File: config.mk
export PLATFORM = sky130hd
export DESIGN_NAME = bpfc_top
export DESIGN_NICKNAME = d
export VERILOG_FILES = /design/src/rtl/bpfc_pkg.sv /design/src/rtl/bpfc_qual.sv /design/src/rtl/bpfc_oc_rec.sv /design/src/rtl/bpfc_fet_map.sv /design/src/rtl/bpfc_top.sv
export SDC_FILE = /design/constraint.sdc
export NUM_CORES = 1
export LEC_CHECK = 0
export ABC_AREA = 1
export BUFFER_PORTS_ARGS = -buffer_cell sky130_fd_sc_hd__buf_4
export CAP_MARGIN = 20
export CELL_PAD_IN_SITES_DETAIL_PLACEMENT = 1
export CELL_PAD_IN_SITES_GLOBAL_PLACEMENT = 2
export CORE_ASPECT_RATIO = 1.25
export CORE_MARGIN = 2
export CORE_UTILIZATION = 39
export DETAILED_ROUTE_END_ITERATION = 10
export GPL_ROUTABILITY_DRIVEN = 0
export GPL_TIMING_DRIVEN = 0
export PLACE_DENSITY = 0.9
export SLEW_MARGIN = 20
export SYNTH_ARGS = -nofsm -noshare
export SYNTH_HDL_FRONTEND = slang
export SYNTH_HIERARCHICAL = 1
export SYNTH_SLANG_ARGS = --single-unit
File: constraint.sdc
create_clock -name clk -period 3.7 [get_ports clk]
set_input_delay 0.74 -clock clk [delete_from_list [all_inputs] [get_ports clk]]
set_output_delay 0.74 -clock clk [all_outputs]
set_load 0.01 [all_outputs]
File: src/rtl/bpfc_pkg.sv
package bpfc_pkg;

    localparam int NTHR = 10;
    localparam int NFLT = 12;

    localparam int F_OV   = 0;
    localparam int F_UV   = 1;
    localparam int F_OW   = 2;
    localparam int F_OC1  = 3;
    localparam int F_OC2  = 4;
    localparam int F_SC   = 5;
    localparam int F_OTC  = 6;
    localparam int F_OTD  = 7;
    localparam int F_UTC  = 8;
    localparam int F_UTD  = 9;
    localparam int F_CPIN = 10;
    localparam int F_DPIN = 11;

    // Which fault classes gate which FET
    localparam logic [NFLT-1:0] CHG_MASK = 12'b0111_1111_1101;
    localparam logic [NFLT-1:0] DSG_MASK = 12'b1010_1011_1110;

    typedef enum logic [1:0] {
        OCR_TIMER = 2'd0,
        OCR_LOAD  = 2'd1,
        OCR_BOTH  = 2'd2,
        OCR_BOTH2 = 2'd3
    } ocr_mode_e;

    typedef struct packed {
        logic chg;
        logic dsg;
    } fet_en_t;

    function automatic bit is_oc(input int idx);
        return (idx == F_OC1) || (idx == F_OC2) || (idx == F_SC);
    endfunction

endpackage

File: src/rtl/bpfc_qual.sv
module bpfc_qual #(
    parameter int DW = 8
) (
    input  logic          clk,
    input  logic          rst,
    input  logic          trip_cond,
    input  logic          rec_cond,
    input  logic [DW-1:0] trip_dly,
    input  logic [DW-1:0] rec_dly,
    output logic          active
);
    localparam logic [DW:0] ONE = {{DW{1'b0}}, 1'b1};

    logic [DW-1:0] cnt;
    logic [DW:0]   cnt_inc;
    logic [DW:0]   lim;
    logic          cond;

    always_comb begin
        cond    = active ? rec_cond : trip_cond;
        lim     = {1'b0, (active ? rec_dly : trip_dly)};
        if (lim == '0) lim = ONE;
        cnt_inc = {1'b0, cnt} + ONE;
    end

    always_ff @(posedge clk) begin
        if (rst) begin
            active <= 1'b0;
            cnt    <= '0;
        end else if (!cond) begin
            cnt <= '0;
        end else if (cnt_inc >= lim) begin
            active <= ~active;
            cnt    <= '0;
        end else begin
            cnt <= cnt_inc[DW-1:0];
        end
    end

    assert_trip_cause_R4: assert property (@(posedge clk) disable iff (rst)
        $rose(active) |-> $past(trip_cond));

    assert_rec_cause_R5: assert property (@(posedge clk) disable iff (rst)
        $fell(active) |-> $past(rec_cond));

endmodule

File: src/rtl/bpfc_oc_rec.sv
module bpfc_oc_rec
    import bpfc_pkg::*;
#(
    parameter int TW = 12
) (
    input  logic          clk,
    input  logic          rst,
    input  logic          fault_active,
    input  logic          load_gone,
    input  logic [TW-1:0] limit,
    input  ocr_mode_e     mode,
    output logic          rec_ok
);
    localparam logic [TW:0] ONE = {{TW{1'b0}}, 1'b1};

    logic [TW-1:0] tmr;
    logic [TW:0]   tmr_inc;
    logic          done;

    assign tmr_inc = {1'b0, tmr} + ONE;

    always_ff @(posedge clk) begin
        if (rst || !fault_active) begin
            tmr  <= '0;
            done <= 1'b0;
        end else if (!done) begin
            tmr <= tmr_inc[TW-1:0];
            if (tmr_inc >= {1'b0, limit}) done <= 1'b1;
        end
    end

    always_comb begin
        unique case (mode)
            OCR_TIMER: rec_ok = done;
            OCR_LOAD:  rec_ok = load_gone;
            default:   rec_ok = done && load_gone;
        endcase
    end

    assert_timer_follows_fault_R7: assert property (@(posedge clk) disable iff (rst)
        $rose(done) |-> $past(fault_active));

endmodule

File: src/rtl/bpfc_fet_map.sv
module bpfc_fet_map
    import bpfc_pkg::*;
(
    input  logic            clk,
    input  logic            rst,
    input  logic            ready,
    input  logic [NFLT-1:0] active,
    output fet_en_t         fet
);
    logic [NFLT-1:0] chg_hit;
    logic [NFLT-1:0] dsg_hit;

    for (genvar i = 0; i < NFLT; i++) begin : g_map
        assign chg_hit[i] = active[i] & CHG_MASK[i];
        assign dsg_hit[i] = active[i] & DSG_MASK[i];
    end

    assign fet.chg = ready & ~|chg_hit;
    assign fet.dsg = ready & ~|dsg_hit;

    assert_chg_only_R1: assert property (@(posedge clk) disable iff (rst)
        (active[F_OV] || active[F_CPIN]) |-> !fet.chg);

    assert_dsg_only_R2: assert property (@(posedge clk) disable iff (rst)
        (active[F_UV] || active[F_DPIN]) |-> !fet.dsg);

    assert_both_off_R3: assert property (@(posedge clk) disable iff (rst)
        (active[F_OW] || active[F_SC] || active[F_OTD]) |-> (!fet.chg && !fet.dsg));

endmodule

File: src/rtl/bpfc_top.sv
module bpfc_top
    import bpfc_pkg::*;
#(
    parameter int DW = 8,
    parameter int TW = 12
) (
    input  logic               clk,
    input  logic               rst,
    input  logic [NTHR-1:0]    trip_flags,
    input  logic [NTHR-1:0]    rec_flags,
    input  logic               chg_pin,
    input  logic               dsg_pin,
    input  logic               load_gone,
    input  logic [NTHR*DW-1:0] cfg_trip_dly,
    input  logic [NTHR*DW-1:0] cfg_rec_dly,
    input  logic [DW-1:0]      cfg_pin_dly,
    input  logic [TW-1:0]      cfg_oc_time,
    input  logic [1:0]         cfg_oc_mode,
    input  logic               status_clr,
    output logic               chg_on,
    output logic               dsg_on,
    output logic [NFLT-1:0]    fault_status
);
    localparam logic [DW-1:0] OC_REC_DLY = {{(DW-1){1'b0}}, 1'b1};

    // Configuration captured during reset
    logic [NTHR*DW-1:0] trip_q;
    logic [NTHR*DW-1:0] rec_q;
    logic [DW-1:0]      pin_q;
    logic [TW-1:0]      oct_q;
    ocr_mode_e          mode_q;

    always_ff @(posedge clk) begin
        if (rst) begin
            trip_q <= cfg_trip_dly;
            rec_q  <= cfg_rec_dly;
            pin_q  <= cfg_pin_dly;
            oct_q  <= cfg_oc_time;
            mode_q <= ocr_mode_e'(cfg_oc_mode);
        end
    end

    // Two-stage release so that the first post-reset cycle keeps FETs off
    logic rdy_s1;
    logic ready;

    always_ff @(posedge clk) begin
        if (rst) begin
            rdy_s1 <= 1'b0;
            ready  <= 1'b0;
        end else begin
            rdy_s1 <= 1'b1;
            ready  <= rdy_s1;
        end
    end

    logic [NFLT-1:0] active;

    for (genvar i = 0; i < NTHR; i++) begin : g_thr
        if (is_oc(i)) begin : g_oc
            logic oc_ok;
            bpfc_oc_rec #(.TW(TW)) u_ocr (
                .clk          (clk),
                .rst          (rst),
                .fault_active (active[i]),
                .load_gone    (load_gone),
                .limit        (oct_q),
                .mode         (mode_q),
                .rec_ok       (oc_ok)
            );
            bpfc_qual #(.DW(DW)) u_q (
                .clk       (clk),
                .rst       (rst),
                .trip_cond (trip_flags[i]),
                .rec_cond  (oc_ok),
                .trip_dly  (trip_q[i*DW +: DW]),
                .rec_dly   (OC_REC_DLY),
                .active    (active[i])
            );
        end else begin : g_lvl
            bpfc_qual #(.DW(DW)) u_q (
                .clk       (clk),
                .rst       (rst),
                .trip_cond (trip_flags[i]),
                .rec_cond  (rec_flags[i]),
                .trip_dly  (trip_q[i*DW +: DW]),
                .rec_dly   (rec_q[i*DW +: DW]),
                .active    (active[i])
            );
        end
    end

    bpfc_qual #(.DW(DW)) u_cpin (
        .clk       (clk),
        .rst       (rst),
        .trip_cond (~chg_pin),
        .rec_cond  (chg_pin),
        .trip_dly  (pin_q),
        .rec_dly   (pin_q),
        .active    (active[F_CPIN])
    );

    bpfc_qual #(.DW(DW)) u_dpin (
        .clk       (clk),
        .rst       (rst),
        .trip_cond (~dsg_pin),
        .rec_cond  (dsg_pin),
        .trip_dly  (pin_q),
        .rec_dly   (pin_q),
        .active    (active[F_DPIN])
    );

    fet_en_t fet;

    bpfc_fet_map u_map (
        .clk    (clk),
        .rst    (rst),
        .ready  (ready),
        .active (active),
        .fet    (fet)
    );

    assign chg_on = fet.chg;
    assign dsg_on = fet.dsg;

    always_ff @(posedge clk) begin
        if (rst) fault_status <= '0;
        else     fault_status <= (status_clr ? '0 : fault_status) | active;
    end

    assert_reset_fets_off_R11: assert property (@(posedge clk) disable iff (rst)
        $past(rst) |-> (!chg_on && !dsg_on));

    assert_status_sticky_R12: assert property (@(posedge clk) disable iff (rst)
        ((fault_status & $past(active)) == $past(active)));

    assert_cfg_hold_R13: assert property (@(posedge clk) disable iff (rst)
        !$past(rst) |-> ($stable(trip_q) && $stable(rec_q) && $stable(pin_q)
                         && $stable(oct_q) && $stable(mode_q)));

endmodule

==> results of run 1 <==
-- critical path: cells and delay by family (launching register included) --
family,cells,cell delay (ns)
mux,1,0.36
fa+ha+maj,1,0.28
compound gates,1,0.23
simple gates,9,0.92
buf+inv,2,0.34
flops,1,0.44
-- registers in the layout, indices dropped and copies added, names as in the netlist, 2 cells and up --
name                    flops
trip_q                     80
g_thr.g_lvl.u_q/cnt        56
rec_q                      56
g_thr.g_oc.u_ocr/tmr       36
g_thr.g_oc.u_q/cnt         24
fault_status               12
oct_q                      12
pin_q                       8
u_cpin/cnt                  8
u_dpin/cnt                  8
g_thr.g_lvl.u_q/active      7
g_thr.g_oc.u_ocr/done       3
g_thr.g_oc.u_q/active       3
mode_q                      2
-- cell type report --
class / instances / share of cell area (%)
inverter: 356 / 6.496
multi-input combinational: 1176 / 37.17
clock inverter: 16 / 0.9367
antenna: 1 / 0.01217
clock buffer: 52 / 5.170
timing repair buffer: 196 / 7.384
tap: 565 / 3.437
sequential: 319 / 38.73
buffer: 20 / 0.6630
-- how the worst max path moves through the flow --
| stage | start | cells past startpoint | to |
|---|---|---|---|
| floorplan | u_dpin/active | 15 | u_dpin/active |
| global placement | rst | 6 | g_thr[5].g_oc.u_ocr/tmr[4] |
| finish | g_thr[9].g_lvl.u_q/active | 14 | g_thr[9].g_lvl.u_q/cnt[6] |
| CTS | g_thr[2].g_lvl.u_q/active | 14 | g_thr[2].g_lvl.u_q/cnt[4] |
| detailed placement | rst | 8 | g_thr[3].g_oc.u_ocr/tmr[4] |
| global route | g_thr[2].g_lvl.u_q/active | 14 | g_thr[2].g_lvl.u_q/cnt[3] |
-- cells by family (layout without fill, tap and decap cells) --
kind of cell	after synthesis	count (layout)	synth area share, %
and+or+nand+nor	657	657	17.90
AOI/OAI and AO/OA	162	162	5.343
buffers and inverters	376	640	8.661
xor gates and xnor gates	90	90	4.636
other	2	25	0.04417
DFF	319	319	46.86
adders and majority gates	147	147	10.82
muxes	96	96	5.740
-- power groups by stage --
stage / Combinational [mW] / Sequential (mW) / Clock [mW]
after floorplan: 0.318 / 4.00 / 0
after global placement: 0.582 / 4.03 / 0
after detailed placement: 0.626 / 4.03 / 0
after CTS: 0.631 / 3.96 / 3.88
after global routing: 0.712 / 3.97 / 4.00
final: 0.616 / 3.96 / 3.76
-- cell usage after synthesis --
library cell | number | share of area, %
o21bai_1 | 6 | 0.26
and3_1 | 3 | 0.11
nor2_2 | 19 | 0.70
nand3b_1 | 6 | 0.26
mux2_2 | 12 | 0.79
a21oi_2 | 19 | 0.98
nor2_1 | 181 | 4.0
xor2_1 | 87 | 4.5
a21oi_1 | 83 | 2.4
nor3b_2 | 12 | 0.88
nor3_1 | 6 | 0.18
ha_1 | 147 | 11
o21ai_2 | 3 | 0.15
dfxtp_1 | 161 | 19
nor3_2 | 4 | 0.24
xnor2_1 | 3 | 0.15
buf_4 | 11 | 0.49
nand2_2 | 8 | 0.29
buf_6 | 2 | 0.13
nand4_1 | 15 | 0.55
edfxtp_1 | 158 | 28
nand3_1 | 76 | 2.2
nor2_4 | 3 | 0.20
nand4_2 | 12 | 0.88
o21ai_0 | 51 | 1.5
nand3_2 | 13 | 0.77
conb_1 | 2 | 0.044
inv_1 | 355 | 7.8
mux2i_1 | 84 | 4.9
buf_2 | 4 | 0.12
clkbuf_1 | 3 | 0.066
nand2_1 | 299 | 6.6
inv_2 | 1 | 0.022
-- cells in the final DEF, fill, tap and decap left out, types with 2 or more instances in the layout --
cell type,count
a21oi_1,83
a21oi_2,19
and3_1,3
buf_16,2
buf_2,4
buf_4,204
buf_6,2
bufinv_16,3
clkbuf_1,11
clkbuf_16,38
clkbuf_8,6
clkinv_1,2
clkinv_2,5
clkinv_4,2
conb_1,24
dfxtp_1,161
edfxtp_1,158
ha_1,147
inv_1,355
mux2_2,12
mux2i_1,84
nand2_1,299
nand2_2,8
nand3_1,76
nand3_2,13
nand3b_1,6
nand4_1,15
nand4_2,12
nor2_1,181
nor2_2,19
nor2_4,3
nor3_1,6
nor3_2,4
nor3b_2,12
o21ai_0,51
o21ai_2,3
o21bai_1,6
xnor2_1,3
xor2_1,87
-- per-layer routing --
metal  global-route usage (%)  wire length (µm)
met5                        0                 0
met3                    3.204              1653
met2                    35.32             21430
met1                    18.17             15090
met4                    7.000              1246
==> impl_metrics.csv, run 1 <==
group,metric,value,unit
timing,setup_tns,0,ns
timing,drv_slew,0,
place,placed_area,0.01931,mm²
worst_setup_path,max_stage_delay,0.44,ns
hold_path,min_from,"cfg_trip_dly[4]",
global_route,grt_usage,17.88,%
worst_setup_path,path_max_fanout,10,
power,comb_power_share,7.4,%
power,power.density,405.0,mW/mm²
power,internal_power,6.410,mW
clock_network,holdBufCountCts,0,
final_layout,drive_gt1_share,17.66,%
power,seqPwrFrac,47.5,%
yosys,synth_area_per_cell,9.196,µm²
clock_network,cts_buffers,37,
worst_setup_path,path_common_cell,"nand2_1",
die,rows,85,
clock_network,path_clk_slew,0.06,ns
timing,max-slew-margin-rel,56.66,%
place,dp.cells,2632,
timing,rsz0062_at_grt,"no",
worst_setup_path,crit_chain,"buf_4 -> mux2i_1 -> nand4_1 -> o21ai_0 -> ha_1 -> inv_1 -> nand2_1 -> nand3_1 -> nand3_1 -> nand2_1 -> nand2_1 -> nand2_1 -> nand4_2 -> nor2_1",
worst_setup_path,cp-end-kind,"register",
clock_network,clk_root_buffer_cell,"clkbuf_16",
global_route,antenna_found_initial,1,
place,post-place-ws,0.9399,ns
drt,drc_errors,0,
drt,ant_nets,0,
clock_network,max-clock-path-buffers,3,
final_layout,regArea,0.007968,mm²
final_layout,utilization,47.76,%
timing,setup_ws,1.052,ns
clock_network,cts_tree,"yes",
worst_setup_path,cpMaxStageDelayCell,"dfxtp_1",
hold_path,min_path_type,"in2reg",
power,max-vdd-ir-drop,0.3243,mV
die,start_util,39.47,%
yosys,yosys_register_bits,319,
drt,drt-initial-drc-count,232,
die,ios,222,
drt,drt-total-wl,39410,µm
worst_setup_path,worst_ep_required_time,4.19,ns
timing,finalHoldViolations,0,
power,swShare,23.07,%
worst_setup_path,rr_worst_depth,14,
clock_network,cts-resized-gates,0,
clock_network,post_cts_buffers,0,
final_layout,area_growth,20.98,%
drt,wl_per_cell,14.59,µm
worst_setup_path,cp.arrival,3.14,ns
worst_setup_path,r2r_start,"g_thr[9].g_lvl.u_q/active",
clock_network,htree_num_levels,2,
global_route,grt_pass1_vias,14146,
final_layout,fillers,5001,
power,p_switching,1.922,mW
global_route,grt_overflow,0,
yosys,synth_area,0.01700,mm²
yosys,synthCells,1849,
yosys,yosys_warnings,6,
worst_setup_path,r2r_slack,1.05,ns
power,p_total,8.332,mW
hold_path,whs_endpoint,"trip_q[4]",
clock_network,insertion_delay,0.56,ns
timing,finalSetupViolCount,0,
die,die_area,0.04529,mm²
die,dieHeight,237.4,µm
yosys,seq_area_frac_synth,46.86,%
worst_setup_path,crit_path_start_kind,"register",
clock_network,cts_sinks,319,
global_route,grt_first_pass_wirelength,65470,µm
final_layout,nets,2461,
timing,whs,0.3479,ns
drt,drtPass1Iterations,4,
drt,num_vias,12798,
die,fp.dieW,190.8,µm
run_status,status,"finished clean",
power,clkPwrFrac,45.1,%
final_layout,design_area,0.02057,mm²
yosys,synth_cell_type_count,33,
timing,clock_skew,0.01701,ns
final_layout,fin_cells,2701,
timing,tightest_slew,0.6502,ns
die,coreArea,0.04307,mm²
final_layout,multi_input_area,0.007645,mm²
worst_setup_path,critical_path_class,"reg2reg",
timing,fmaxAchievable,377.7,MHz
global_route,grt_max_degree,71,
timing,fin_crit,2.648,ns
place,port_buffers,194,
hold_path,min_path_cells,1,
power,leakage,9.412,nW
run,drv_cap,0,
worst_setup_path,regToRegEndpoint,"g_thr[9].g_lvl.u_q/cnt[6]",
place,hpwlAfterDp,31050,µm
timing,min_period_over_period,71.56,%
drt,vias_per_cell,4.738,
Power figures use the tool's default switching activity.
==> run 2: changes to the inputs <==
--- a/config.mk
+++ b/config.mk
@@ -12,11 +12,11 @@
 export CELL_PAD_IN_SITES_GLOBAL_PLACEMENT = 2
 export CORE_ASPECT_RATIO = 1.25
 export CORE_MARGIN = 2
-export CORE_UTILIZATION = 39
+export CORE_UTILIZATION = 36
 export DETAILED_ROUTE_END_ITERATION = 10
 export GPL_ROUTABILITY_DRIVEN = 0
 export GPL_TIMING_DRIVEN = 0
-export PLACE_DENSITY = 0.9
+export PLACE_DENSITY = 0.84
 export SLEW_MARGIN = 20
 export SYNTH_ARGS = -nofsm -noshare
 export SYNTH_HDL_FRONTEND = slang
==> constraint.sdc (replaced) <==
create_clock -name clk -period 2.73 [get_ports clk]
set_input_delay 0.546 -clock clk [delete_from_list [all_inputs] [get_ports clk]]
set_output_delay 0.546 -clock clk [all_outputs]
set_load 0.01 [all_outputs]
==> run 2 against run 1 <==
Against the previous run:
- clock-buffer cell count decreased by 2
- clock skew increased by 0.00074 ns
- sequential cell count unchanged
- clock power increased by 46%
- die area increased by 8.2%
- hold slack got worse by 0.18 ns
- design area increased by 1.8%
==> impl_metrics.csv, run 2 (synthesis gave the netlist of run 1 again) <==
group,metric,value,unit
final_layout,regArea,0.007973,mm²
final_layout,insertedDiodeCount,0,
hold_path,min_path_type,"in2reg",
drt,drtPass1Iterations,4,
global_route,grt_pass1_vias,13752,
worst_setup_path,rr_worst_depth,14,
final_layout,nets,2462,
timing,tightest_slew,0.6643,ns
die,rows,89,
run_status,status,"finished clean",
clock_network,cts_sinks,319,
worst_setup_path,r2r_start,"g_thr[2].g_lvl.u_q/active",
worst_setup_path,crit_path_start_kind,"register",
worst_setup_path,path_max_fanout,10,
clock_network,insertion_delay,0.55,ns
final_layout,max_flop_register,"trip_q",
global_route,grt_max_degree,74,
global_route,grt_first_pass_wirelength,65190,µm
power,max-vdd-ir-drop,0.5835,mV
worst_setup_path,setup.worst_path.end,"g_thr[2].g_lvl.u_q/cnt[7]",
worst_setup_path,critical_path_class,"reg2reg",
hold_path,min_from,"cfg_trip_dly[7]",
timing,fmaxAchievable,403.9,MHz
drt,drt-total-wl,39930,µm
clock_network,cts_buffers,38,
drt,ant_nets,0,
die,fp.dieW,198.4,µm
timing,max-slew-margin-rel,55.72,%
timing,finalSetupViolCount,0,
die,start_util,36.27,%
timing,whs,0.1655,ns
place,port_buffers,194,
final_layout,area_growth,23.11,%
place,placed_area,0.01940,mm²
die,dieHeight,247.0,µm
drt,highest_layer,"met4",
drt,vias_per_cell,4.588,
run,drv_cap,0,
timing,min_period_over_period,90.70,%
clock_network,cts_tree,"yes",
clock_network,clk_root_buffer_cell,"clkbuf_16",
place,hpwlAfterDp,31270,µm
clock_network,post_cts_buffers,0,
clock_network,max-clock-path-buffers,3,
worst_setup_path,r2r_slack,0.25,ns
clock_network,path_clk_slew,0.06,ns
final_layout,multi_input_area,0.007800,mm²
final_layout,design_area,0.02093,mm²
drt,routed-wl-met3,1409,µm
drt,num_vias,12722,
drt,drt-initial-drc-count,211,
timing,fin_crit,2.476,ns
worst_setup_path,regToRegEndpoint,"g_thr[2].g_lvl.u_q/cnt[7]",
timing,finalHoldViolations,0,
worst_setup_path,startpoint,"g_thr[2].g_lvl.u_q/active",
timing,clock_skew,0.01775,ns
die,coreArea,0.04688,mm²
final_layout,utilization,44.65,%
final_layout,layout_commonest_cell,"inv_1",
power,power.density,560.4,mW/mm²
final_layout,drive_gt1_share,19.19,%
clock_network,htree_num_levels,2,
drt,drc_errors,0,
die,ios,222,
worst_setup_path,cp-end-kind,"register",
final_layout,largestRegisters,"trip_q (80), g_thr.g_lvl.u_q/cnt (56), rec_q (56)",
worst_setup_path,worst_ep_required_time,3.20,ns
final_layout,largest_register_ffs,80,
final_layout,final_cell_mix,"355 x inv_1, 299 x nand2_1, 201 x buf_4",
worst_setup_path,cp.arrival,2.95,ns
drt,wl_per_cell,14.40,µm
die,die_area,0.04899,mm²
drt,dr_wl_met2,21990,µm
global_route,antenna_found_initial,0,
global_route,grt_overflow,0,
power,leakage,9.502,nW
final_layout,fillers,5398,
drt,met1_length,15360,µm
timing,drv_slew,0,
global_route,grt_usage,16.63,%
[run 2: cell count changes in the layout (fill, tap and decap cells not counted), sizes merged]
cell | previous run | this run
buf | 213 | 212
bufinv | 3 | 7
clkbuf | 55 | 54
clkinv | 10 | 9
diode | 1 | 0
[run 2: power breakdown]
| part | internal [mW] | switching [mW] | leakage [nW] |
|---|---|---|---|
| clock network | 3.43 | 2.07 | 0.668 |
| logic | 0.409 | 0.448 | 5.99 |
| registers | 5.26 | 0.113 | 2.85 |
[run 2: per-stage QoR]
stage | std cells | TNS (ns) | power [mW] | setup slack [ns]
6_report | 2773 | 0 | 11.73 | 0.2539
4_1_cts | 2773 | 0 | 11.93 | 0.05697
2_1_floorplan | 1871 | 0 | 5.857 | 0.6924
3_3_place_gp | 2702 | -35.96 | 6.261 | -0.7379
5_1_grt | 2773 | -0.06215 | 12.25 | -0.03010
3_5_place_dp | 2704 | -0.1833 | 6.319 | -0.04304
[run 2: cell type report]
cell class / instances / share of cell area (%)
Buffer: 20 / 0.7173
Clock buffer: 50 / 5.099
Clock inverter: 19 / 1.387
Inverter: 356 / 6.384
Multi-Input combinational cell: 1176 / 37.26
Sequential cell: 319 / 38.09
Tap cell: 637 / 3.808
Timing Repair Buffer: 196 / 7.256
[run 2: worst min-delay path by stage]
stage               slack (ns)   endpoint  cells past startpoint
finish                    0.17  trip_q[7]                      1
global route              0.13  trip_q[7]                      1
global placement          0.39      ready                      2
detailed placement        0.40      ready                      2
floorplan                 0.39      ready                      2
CTS                       0.12  trip_q[7]                      1
[run 2: worst max-delay path, cell delays in order (launching register included)]
cell and delay [ns]:
dfxtp_1 0.47, buf_4 0.27, mux2i_2 0.31, nand3_1 0.12
o21ai_0 0.18, ha_1 0.25, inv_1 0.06, nand2_1 0.04
nand3_1 0.07, nand3_1 0.07, nand2_1 0.06, nand2_1 0.05
nand2_1 0.08, nand4_2 0.19, nor2_1 0.16
[run 2: timing repair]
action / in CTS / in global routing
resized for setup: 2 / 40
endpoints found under the setup margin: 16 / 72
hold buffers: 0 / 0
pin swaps: 0 / 0
[run 2: routing by layer]
layer | global-route usage (%) | vias up
li1 | - | 6468
met1 | 16.86 | 6021
met2 | 33.36 | 159
met3 | 3.151 | 74
met4 | 5.573 | 0
met5 | 0 | -
